## config.mk

```make
export PLATFORM = sky130hd
export DESIGN_NAME = hdlc_byte_framer
export DESIGN_NICKNAME = d
export VERILOG_FILES = /design/src/rtl/hdlc_pkg.sv /design/src/rtl/hdlc_fifo.sv /design/src/rtl/hdlc_tx_engine.sv /design/src/rtl/hdlc_rx_engine.sv /design/src/rtl/hdlc_byte_framer.sv
export SDC_FILE = /design/constraint.sdc
export NUM_CORES = 1
export LEC_CHECK = 0
export ABC_CLOCK_PERIOD_IN_PS = 9400
export BUFFER_PORTS_ARGS = -buffer_cell sky130_fd_sc_hd__buf_2
export CORE_ASPECT_RATIO = 1.1
export CORE_MARGIN = 2
export CORE_UTILIZATION = 30
export DETAILED_ROUTE_END_ITERATION = 16
export SETUP_SLACK_MARGIN = 0.05
export SLEW_MARGIN = 20
export SYNTH_ARGS = -nofsm -noshare
export SYNTH_HDL_FRONTEND = slang
export SYNTH_SLANG_ARGS = --single-unit
```

## constraint.sdc

```tcl
create_clock -name clk -period 9.4 [get_ports clk]
set_input_delay 1.41 -clock clk [delete_from_list [all_inputs] [get_ports clk]]
set_output_delay 1.41 -clock clk [all_outputs]
set_load 0.03 [all_outputs]
```

## src/rtl/hdlc_pkg.sv

```systemverilog
package hdlc_pkg;
  localparam logic [7:0]  FLAG_OCT  = 8'h7E;
  localparam logic [7:0]  ESC_OCT   = 8'h7D;
  localparam logic [7:0]  ESC_MASK  = 8'h20;
  localparam logic [7:0]  BCAST_ADR = 8'hFF;
  localparam logic [15:0] CRC_PRESET  = 16'hFFFF;
  localparam logic [15:0] CRC_RESIDUE = 16'hF0B8;
  localparam logic [15:0] CRC_POLY_R  = 16'h8408;
  // end-of-frame status codes
  localparam logic [7:0]  ST_GOOD  = 8'h01;
  localparam logic [7:0]  ST_CRC   = 8'h02;
  localparam logic [7:0]  ST_SHORT = 8'h04;
  localparam logic [7:0]  ST_ABORT = 8'h08;
  localparam int          ITEM_W   = 9;

  // one byte through the reflected CRC-16
  function automatic logic [15:0] crc_step(input logic [15:0] c, input logic [7:0] d);
    logic [15:0] r;
    r = c ^ {8'h00, d};
    for (int i = 0; i < 8; i++) r = r[0] ? ((r >> 1) ^ CRC_POLY_R) : (r >> 1);
    return r;
  endfunction

  function automatic logic is_reserved(input logic [7:0] b);
    return (b == FLAG_OCT) || (b == ESC_OCT);
  endfunction
endpackage

```

## src/rtl/hdlc_fifo.sv

```systemverilog
module hdlc_fifo #(
  parameter int W     = 9,
  parameter int DEPTH = 16
) (
  input  logic         clk,
  input  logic         rst_n,
  input  logic         push,
  input  logic [W-1:0] din,
  output logic         full,
  input  logic         pop,
  output logic [W-1:0] dout,
  output logic         empty
);
  localparam int AW = $clog2(DEPTH);
  localparam logic [AW-1:0] LAST_IDX = AW'(DEPTH - 1);

  logic [W-1:0]  mem [DEPTH];
  logic [AW-1:0] wp, rp;
  logic [AW:0]   cnt;

  assign full  = (cnt == (AW+1)'(DEPTH));
  assign empty = (cnt == '0);
  assign dout  = mem[rp];

  always_ff @(posedge clk) begin
    if (push) mem[wp] <= din;
  end

  always_ff @(posedge clk) begin
    if (!rst_n) begin
      wp <= '0; rp <= '0; cnt <= '0;
    end else begin
      if (push) wp <= (wp == LAST_IDX) ? '0 : wp + 1'b1;
      if (pop)  rp <= (rp == LAST_IDX) ? '0 : rp + 1'b1;
      cnt <= cnt + (AW+1)'(push) - (AW+1)'(pop);
    end
  end

  a_r5_no_overflow:  assert property (@(posedge clk) disable iff (!rst_n) push |-> !full);
  a_r5_no_underflow: assert property (@(posedge clk) disable iff (!rst_n) pop |-> !empty);
  a_r5_count_bound:  assert property (@(posedge clk) disable iff (!rst_n) cnt <= (AW+1)'(DEPTH));
endmodule

```

## src/rtl/hdlc_tx_engine.sv

```systemverilog
module hdlc_tx_engine import hdlc_pkg::*; #(
  parameter int DEPTH = 16
) (
  input  logic              clk,
  input  logic              rst_n,
  input  logic              frame_queued,
  input  logic              q_empty,
  input  logic [ITEM_W-1:0] q_head,
  output logic              q_pop,
  output logic [7:0]        ltx_data,
  output logic              ltx_valid,
  input  logic              ltx_ready
);
  localparam int PW = $clog2(DEPTH + 1);
  typedef enum logic [2:0] {T_IDLE, T_OPEN, T_BODY, T_ESC2, T_CLOSE} tx_st_t;

  tx_st_t        st;
  logic          in_fcs, fidx;
  logic [15:0]   crc;
  logic [PW-1:0] pending;
  logic [7:0]    src;
  logic          fire, byte_done, last_out, esc_prev;

  assign src = in_fcs ? (fidx ? ~crc[15:8] : ~crc[7:0]) : q_head[7:0];

  always_comb begin
    ltx_valid = 1'b1;
    ltx_data  = FLAG_OCT;
    case (st)
      T_IDLE:  begin ltx_valid = 1'b0; ltx_data = 8'h00; end
      T_BODY:  ltx_data = is_reserved(src) ? ESC_OCT : src;
      T_ESC2:  ltx_data = src ^ ESC_MASK;
      default: ltx_data = FLAG_OCT;
    endcase
  end

  assign fire      = ltx_valid && ltx_ready;
  assign byte_done = fire && ((st == T_BODY && !is_reserved(src)) || st == T_ESC2);
  assign q_pop     = byte_done && !in_fcs;
  assign last_out  = q_pop && q_head[8];

  always_ff @(posedge clk) begin
    if (!rst_n) begin
      st <= T_IDLE; in_fcs <= 1'b0; fidx <= 1'b0; crc <= CRC_PRESET;
      pending <= '0; esc_prev <= 1'b0;
    end else begin
      pending <= pending + PW'(frame_queued) - PW'(last_out);
      if (fire) esc_prev <= (ltx_data == ESC_OCT);
      case (st)
        T_IDLE: if (pending != '0) st <= T_OPEN;
        T_OPEN: if (fire) begin
          st <= T_BODY; crc <= CRC_PRESET; in_fcs <= 1'b0; fidx <= 1'b0;
        end
        T_BODY, T_ESC2: begin
          if (fire && st == T_BODY && is_reserved(src)) st <= T_ESC2;
          if (byte_done) begin
            st <= T_BODY;
            if (!in_fcs) begin
              crc <= crc_step(crc, src);
              if (q_head[8]) in_fcs <= 1'b1;
            end else if (!fidx) fidx <= 1'b1;
            else st <= T_CLOSE;
          end
        end
        T_CLOSE: if (fire) st <= T_IDLE;
        default: st <= T_IDLE;
      endcase
    end
  end

  // body bytes are always present once a frame has started
  a_r4_no_underrun: assert property (@(posedge clk) disable iff (!rst_n)
    ((st == T_BODY || st == T_ESC2) && !in_fcs) |-> !q_empty);
  a_r4_hold: assert property (@(posedge clk) disable iff (!rst_n)
    (ltx_valid && !ltx_ready) |=> (ltx_valid && $stable(ltx_data)));
  // an escape octet on the line is followed by an escaped reserved value
  a_r2_esc_pair: assert property (@(posedge clk) disable iff (!rst_n)
    (fire && esc_prev) |-> (ltx_data == 8'h5E || ltx_data == 8'h5D));
endmodule

```

## src/rtl/hdlc_rx_engine.sv

```systemverilog
module hdlc_rx_engine import hdlc_pkg::*; (
  input  logic              clk,
  input  logic              rst_n,
  input  logic [7:0]        cfg_addr,
  input  logic              cfg_addr_chk,
  input  logic              cfg_fcs_pass,
  input  logic [7:0]        lrx_data,
  input  logic              lrx_valid,
  output logic              lrx_ready,
  output logic              q_push,
  output logic [ITEM_W-1:0] q_din,
  input  logic              q_full
);
  typedef enum logic [1:0] {R_HUNT, R_FRAME, R_DROP} rx_mode_t;
  typedef enum logic [1:0] {F_NONE, F_LO, F_HI, F_ST} flush_t;

  rx_mode_t    mode;
  flush_t      fl;
  logic        esc;
  logic [1:0]  len;            // saturates at 3 (three or more bytes)
  logic [7:0]  h0, h1, status;
  logic [15:0] crc;

  logic       fire, is_flag, esc_start, in_data, addr_ok, shift_out, frame_end;
  logic [7:0] dbyte;

  assign lrx_ready = (fl == F_NONE) && !q_full;
  assign fire      = lrx_valid && lrx_ready;
  assign is_flag   = (lrx_data == FLAG_OCT);
  assign esc_start = (lrx_data == ESC_OCT) && !esc;
  assign dbyte     = esc ? (lrx_data ^ ESC_MASK) : lrx_data;
  assign in_data   = fire && mode == R_FRAME && !is_flag && !esc_start;
  assign addr_ok   = !cfg_addr_chk || dbyte == cfg_addr || dbyte == BCAST_ADR;
  assign shift_out = in_data && len >= 2'd2;
  assign frame_end = fire && is_flag && mode == R_FRAME && (esc || len != 2'd0);

  always_comb begin
    q_push = 1'b0;
    q_din  = {1'b0, h0};
    case (fl)
      F_LO:    q_push = !q_full;
      F_HI:    begin q_push = !q_full; q_din = {1'b0, h1}; end
      F_ST:    begin q_push = !q_full; q_din = {1'b1, status}; end
      default: q_push = shift_out;
    endcase
  end

  always_ff @(posedge clk) begin
    if (!rst_n) begin
      mode <= R_HUNT; fl <= F_NONE; esc <= 1'b0; len <= 2'd0;
      h0 <= 8'h00; h1 <= 8'h00; status <= 8'h00; crc <= CRC_PRESET;
    end else begin
      if (fire) begin
        if (is_flag) begin
          mode <= R_FRAME; esc <= 1'b0; len <= 2'd0; crc <= CRC_PRESET;
          if (frame_end) begin
            status <= esc ? ST_ABORT : (len != 2'd3) ? ST_SHORT :
                      (crc == CRC_RESIDUE) ? ST_GOOD : ST_CRC;
            fl <= (!esc && len == 2'd3 && cfg_fcs_pass) ? F_LO : F_ST;
          end
        end else if (mode == R_FRAME) begin
          if (esc_start) esc <= 1'b1;
          else begin
            esc <= 1'b0;
            crc <= crc_step(crc, dbyte);
            h0  <= h1;
            h1  <= dbyte;
            if (len != 2'd3) len <= len + 2'd1;
            if (len == 2'd0 && !addr_ok) mode <= R_DROP;
          end
        end
      end else if (fl != F_NONE && !q_full) begin
        case (fl)
          F_LO:    fl <= F_HI;
          F_HI:    fl <= F_ST;
          default: fl <= F_NONE;
        endcase
      end
    end
  end

  a_r5_no_write_full: assert property (@(posedge clk) disable iff (!rst_n) q_push |-> !q_full);
  a_r10_flush_stall:  assert property (@(posedge clk) disable iff (!rst_n) (fl != F_NONE) |-> !lrx_ready);
  a_r6_hunt_silent:   assert property (@(posedge clk) disable iff (!rst_n) (mode == R_HUNT) |-> !q_push);
  a_r9_end_flush:     assert property (@(posedge clk) disable iff (!rst_n) frame_end |=> (fl != F_NONE));
endmodule

```

## src/rtl/hdlc_byte_framer.sv

```systemverilog
module hdlc_byte_framer import hdlc_pkg::*; #(
  parameter int FIFO_DEPTH = 16
) (
  input  logic       clk,
  input  logic       rst_n,
  input  logic [7:0] cfg_addr,
  input  logic       cfg_addr_chk,
  input  logic       cfg_fcs_pass,
  input  logic [7:0] htx_data,
  input  logic       htx_last,
  input  logic       htx_valid,
  output logic       htx_ready,
  output logic [7:0] ltx_data,
  output logic       ltx_valid,
  input  logic       ltx_ready,
  input  logic [7:0] lrx_data,
  input  logic       lrx_valid,
  output logic       lrx_ready,
  output logic [7:0] hrx_data,
  output logic       hrx_status,
  output logic       hrx_valid,
  input  logic       hrx_ready
);
  logic              tx_full, tx_empty, tx_pop, tx_push;
  logic [ITEM_W-1:0] tx_head;
  logic              rx_full, rx_empty, rx_push;
  logic [ITEM_W-1:0] rx_din, rx_dout;

  assign htx_ready = !tx_full;
  assign tx_push   = htx_valid && !tx_full;

  hdlc_fifo #(.W(ITEM_W), .DEPTH(FIFO_DEPTH)) u_tx_fifo (
    .clk(clk), .rst_n(rst_n), .push(tx_push), .din({htx_last, htx_data}), .full(tx_full),
    .pop(tx_pop), .dout(tx_head), .empty(tx_empty));

  hdlc_tx_engine #(.DEPTH(FIFO_DEPTH)) u_tx (
    .clk(clk), .rst_n(rst_n), .frame_queued(tx_push && htx_last), .q_empty(tx_empty),
    .q_head(tx_head), .q_pop(tx_pop), .ltx_data(ltx_data), .ltx_valid(ltx_valid),
    .ltx_ready(ltx_ready));

  hdlc_rx_engine u_rx (
    .clk(clk), .rst_n(rst_n), .cfg_addr(cfg_addr), .cfg_addr_chk(cfg_addr_chk),
    .cfg_fcs_pass(cfg_fcs_pass), .lrx_data(lrx_data), .lrx_valid(lrx_valid),
    .lrx_ready(lrx_ready), .q_push(rx_push), .q_din(rx_din), .q_full(rx_full));

  hdlc_fifo #(.W(ITEM_W), .DEPTH(FIFO_DEPTH)) u_rx_fifo (
    .clk(clk), .rst_n(rst_n), .push(rx_push), .din(rx_din), .full(rx_full),
    .pop(hrx_valid && hrx_ready), .dout(rx_dout), .empty(rx_empty));

  assign hrx_valid  = !rx_empty;
  assign hrx_status = rx_dout[8];
  assign hrx_data   = rx_dout[7:0];
endmodule

```

==> qor.txt <==
Port Buffer Count -> 53
Clk Tree Root Cell -> clkbuf_16
Setup violations, final -> 0
VDD IR max -> 0.145 mV
Nets -> 1299
pin count of the biggest net entering global routing -> 80
final hold violation count -> 0
CTS Buffer Depth -> 3
placed insts -> 1929
R2R setup slack -> 4.21 ns
drc violations -> 0
via count -> 9555
die footprint -> 0.0581 mm2
fin crit share -> 60.0%
first-pass GRT wire length -> 56600 um
Via-to-Cell Ratio -> 4.77
Worst Tran Pin Value -> 1.02 ns
post-synthesis adder-cell area fraction -> 2.88%
status -> finished clean
Clk pwr share -> 36.4%
Worst R2R End -> u_tx.pending[4]
Clock Latency Late Sink -> 0.57 ns
Area after DPL -> 0.0180 mm2
Hold Buf Count CTS -> 0
vias in the first global route -> 9914
io pins -> 54
CTS sink count -> 391
Hold Crit Start -> u_rx.mode[1]
cts bufs inserted -> 42
area grow syn2layout -> 14.5%
Finished Layout Cells -> 2004
Synth Instances -> 1174
Synth Area in Compound Gates -> 6.15%
initial antenna violation count -> 1
Yosys Warn Count -> 0
All-Layer GR Usage -> 12.5%
Worst Path Arrival -> 4.23 ns
DP Wirelength -> 23900 um
asr flop ratio synth -> 0%
Mapped Area -> 0.0169 mm2
Area contributors post-synth -> edfxtp_1 (51%), dfxtp_1 (12%), mux4_2 (9.7%)
layout cells sized above 1 -> 18.8%
Die Ht -> 253 um
CTS tree -> yes
Die X -> 230 um
r2r worst-path depth -> 16
syn avg cell area -> 14.4 um2
Pwr Total -> 4.34 mW
setup ws final -> 3.76 ns
Final min period -> 5.64 ns
Leakage -> 6.24 nW
largest family of logic cells by synthesized area -> multiplexers
Initial Util -> 30.2%
1st-iter DRT viols -> 583
Routed WL per cell -> 17.9 um
routed wire length -> 35900 um
Synth Area in XOR/XNOR -> 3.89%
Flop pwr share -> 44.8%
Worst setup SP type -> flip-flop
fmax -> 177 MHz
Int Power -> 3.14 mW
clock skew -> 0.0170 ns
ANT cells -> 0
number of synthesized flops with an enable pin -> 288
DRT Pass-1 Iters -> 5
CTS HTree Levels -> 2
num rows -> 91
Synth cell types -> 69
RSZ-0062 raised after global routing -> no
PwrDens -> 225 mW/mm2
Synth area leader -> edfxtp_1
post-synth net total -> 1244
critical path peak fanout -> 31
Worst setup EP type -> primary output
GRT Residual Overflow -> 0
switching power -> 1.21 mW
Sw Ratio -> 27.8%
register area share after synthesis -> 63.5%
post-synthesis simple-gate area fraction -> 8.60%
most numerous cell in the Yosys netlist -> edfxtp_1
GPL Wtd Cong -> 0.813
max cap viols -> 0
final instance area -> 0.0193 mm2
Clock transition at path regs -> 0.06 ns
most frequent cells after synthesis -> edfxtp_1 (288), dfxtp_1 (103), nand2_1 (94), mux4_2 (73), nor2_1 (60)
number of synthesized register bits -> 391
worst hold endpoint -> u_rx.mode[1]
core area -> 0.0558 mm2
final hold slack -> 0.451 ns
Post-CTS Repair Setup Buffers -> 0
antenna-violating nets left -> 0
Yosys top cell area share -> 51.3%
mux contribution to synthesized area -> 12.5%
utilization after layout -> 34.6%
Most used DFF post-synth -> edfxtp_1
cell count of the worst hold path -> 2
post-route setup TNS -> 0 ns
pre-CTS WS -> 4.27 ns
relative slew slack -> 31.2%
CTS resizes -> 0
Final Max Slew Viols -> 0
worst hold path type -> flip-flop to flip-flop
Worst EP required -> 7.99 ns
critical path class -> flip-flop to primary output
Comb power frac -> 18.8%
-- layer usage --
metal  up-vias  share of wire, %  track usage (%)
li1       4510                 -                -
met1      4735                43             15.9
met2       230                49             21.0
met3        78               4.7             2.17
met4         2               3.4             5.07
met5         -             0.031                0
-- cell type report --
type | count | area [um2]
inverters | 40 | 150
multi-input cells | 681 | 5790
flip-flops and latches | 391 | 10700
repair buffers | 73 | 415
fillers | 5418 | 36500
clock inverters | 21 | 175
well taps | 744 | 931
clock buffers | 54 | 1140
-- state kept, by name (all words and copies together) (netlist names), 2 cells and up, named ones only --
register	cells
u_rx_fifo.cnt	5
u_rx_fifo.rp	4
u_rx.fl	2
u_rx.crc	16
u_rx.status	4
u_rx_fifo.wp	4
u_rx.h0	8
u_rx.mode	2
u_tx_fifo.wp	4
u_rx.len	2
u_tx_fifo.mem	144
u_tx.pending	5
u_tx.st	3
u_tx_fifo.cnt	5
u_rx.h1	8
u_rx_fifo.mem	144
u_tx_fifo.rp	4
u_tx.crc	16
-- cells by family (layout without fill, tap and decap cells) --
| logic type | after synthesis | after routing |
|---|---|---|
| AOI/OAI and AO/OA | 158 | 158 |
| xor gates and xnor gates | 75 | 75 |
| adders and majority gates | 37 | 37 |
| buffers and inverters | 102 | 188 |
| DFF | 391 | 391 |
| muxes | 117 | 117 |
| and+or+nand+nor | 294 | 294 |
-- cell usage in the layout, fill, tap and decap left out, types with 30 or more instances in the layout --
cell type  Yosys  layout
dfxtp_1      103      99
nor3_1        32      32
a21oi_1       46      46
inv_1         39      39
buf_2         11      53
edfxtp_1     288     288
nor2_1        60      59
mux4_2        73      73
nand2_1       94      94
mux2i_1       30      30
xor2_1        30      30
ha_1          34      34
clkbuf_16      0      42
xnor2_1       45      45
-- power groups by stage --
| stage | clock network (mW) | logic (mW) | registers, mW |
|---|---|---|---|
| finish | 1.58 | 0.817 | 1.95 |
| global route | 1.68 | 0.902 | 1.95 |
| global placement | 0 | 0.820 | 1.98 |
| CTS | 1.63 | 0.831 | 1.95 |
| detailed placement | 0 | 0.828 | 1.98 |
| floorplan | 0 | 0.614 | 1.96 |
-- worst max-delay path: stages (launching register included) --
cell,delay (ns)
dfxtp_2,0.96
mux4_2,0.60
mux2i_1,0.29
mux2i_1,0.12
o21ai_0,0.27
o211ai_1,0.19
nor3_2,0.63
nor2_1,0.17
o22ai_1,0.20
buf_2,0.23
-- worst max-delay path by stage --
stage                 from             endpoint  slack (ns)  cells after the start
3_5_place_dp   lrx_data[7]     u_rx_fifo.cnt[4]        4.27                     14
6_report         flip-flop          ltx_data[4]        3.76                      9
5_1_grt          flip-flop          ltx_data[4]        3.40                      9
2_1_floorplan  lrx_data[1]  u_rx_fifo.mem[3][0]        5.15                     10
3_3_place_gp   lrx_data[7]     u_rx_fifo.cnt[4]        4.37                     14
4_1_cts          flip-flop          ltx_data[4]        3.70                      9
(Power assumes the default switching activity.)
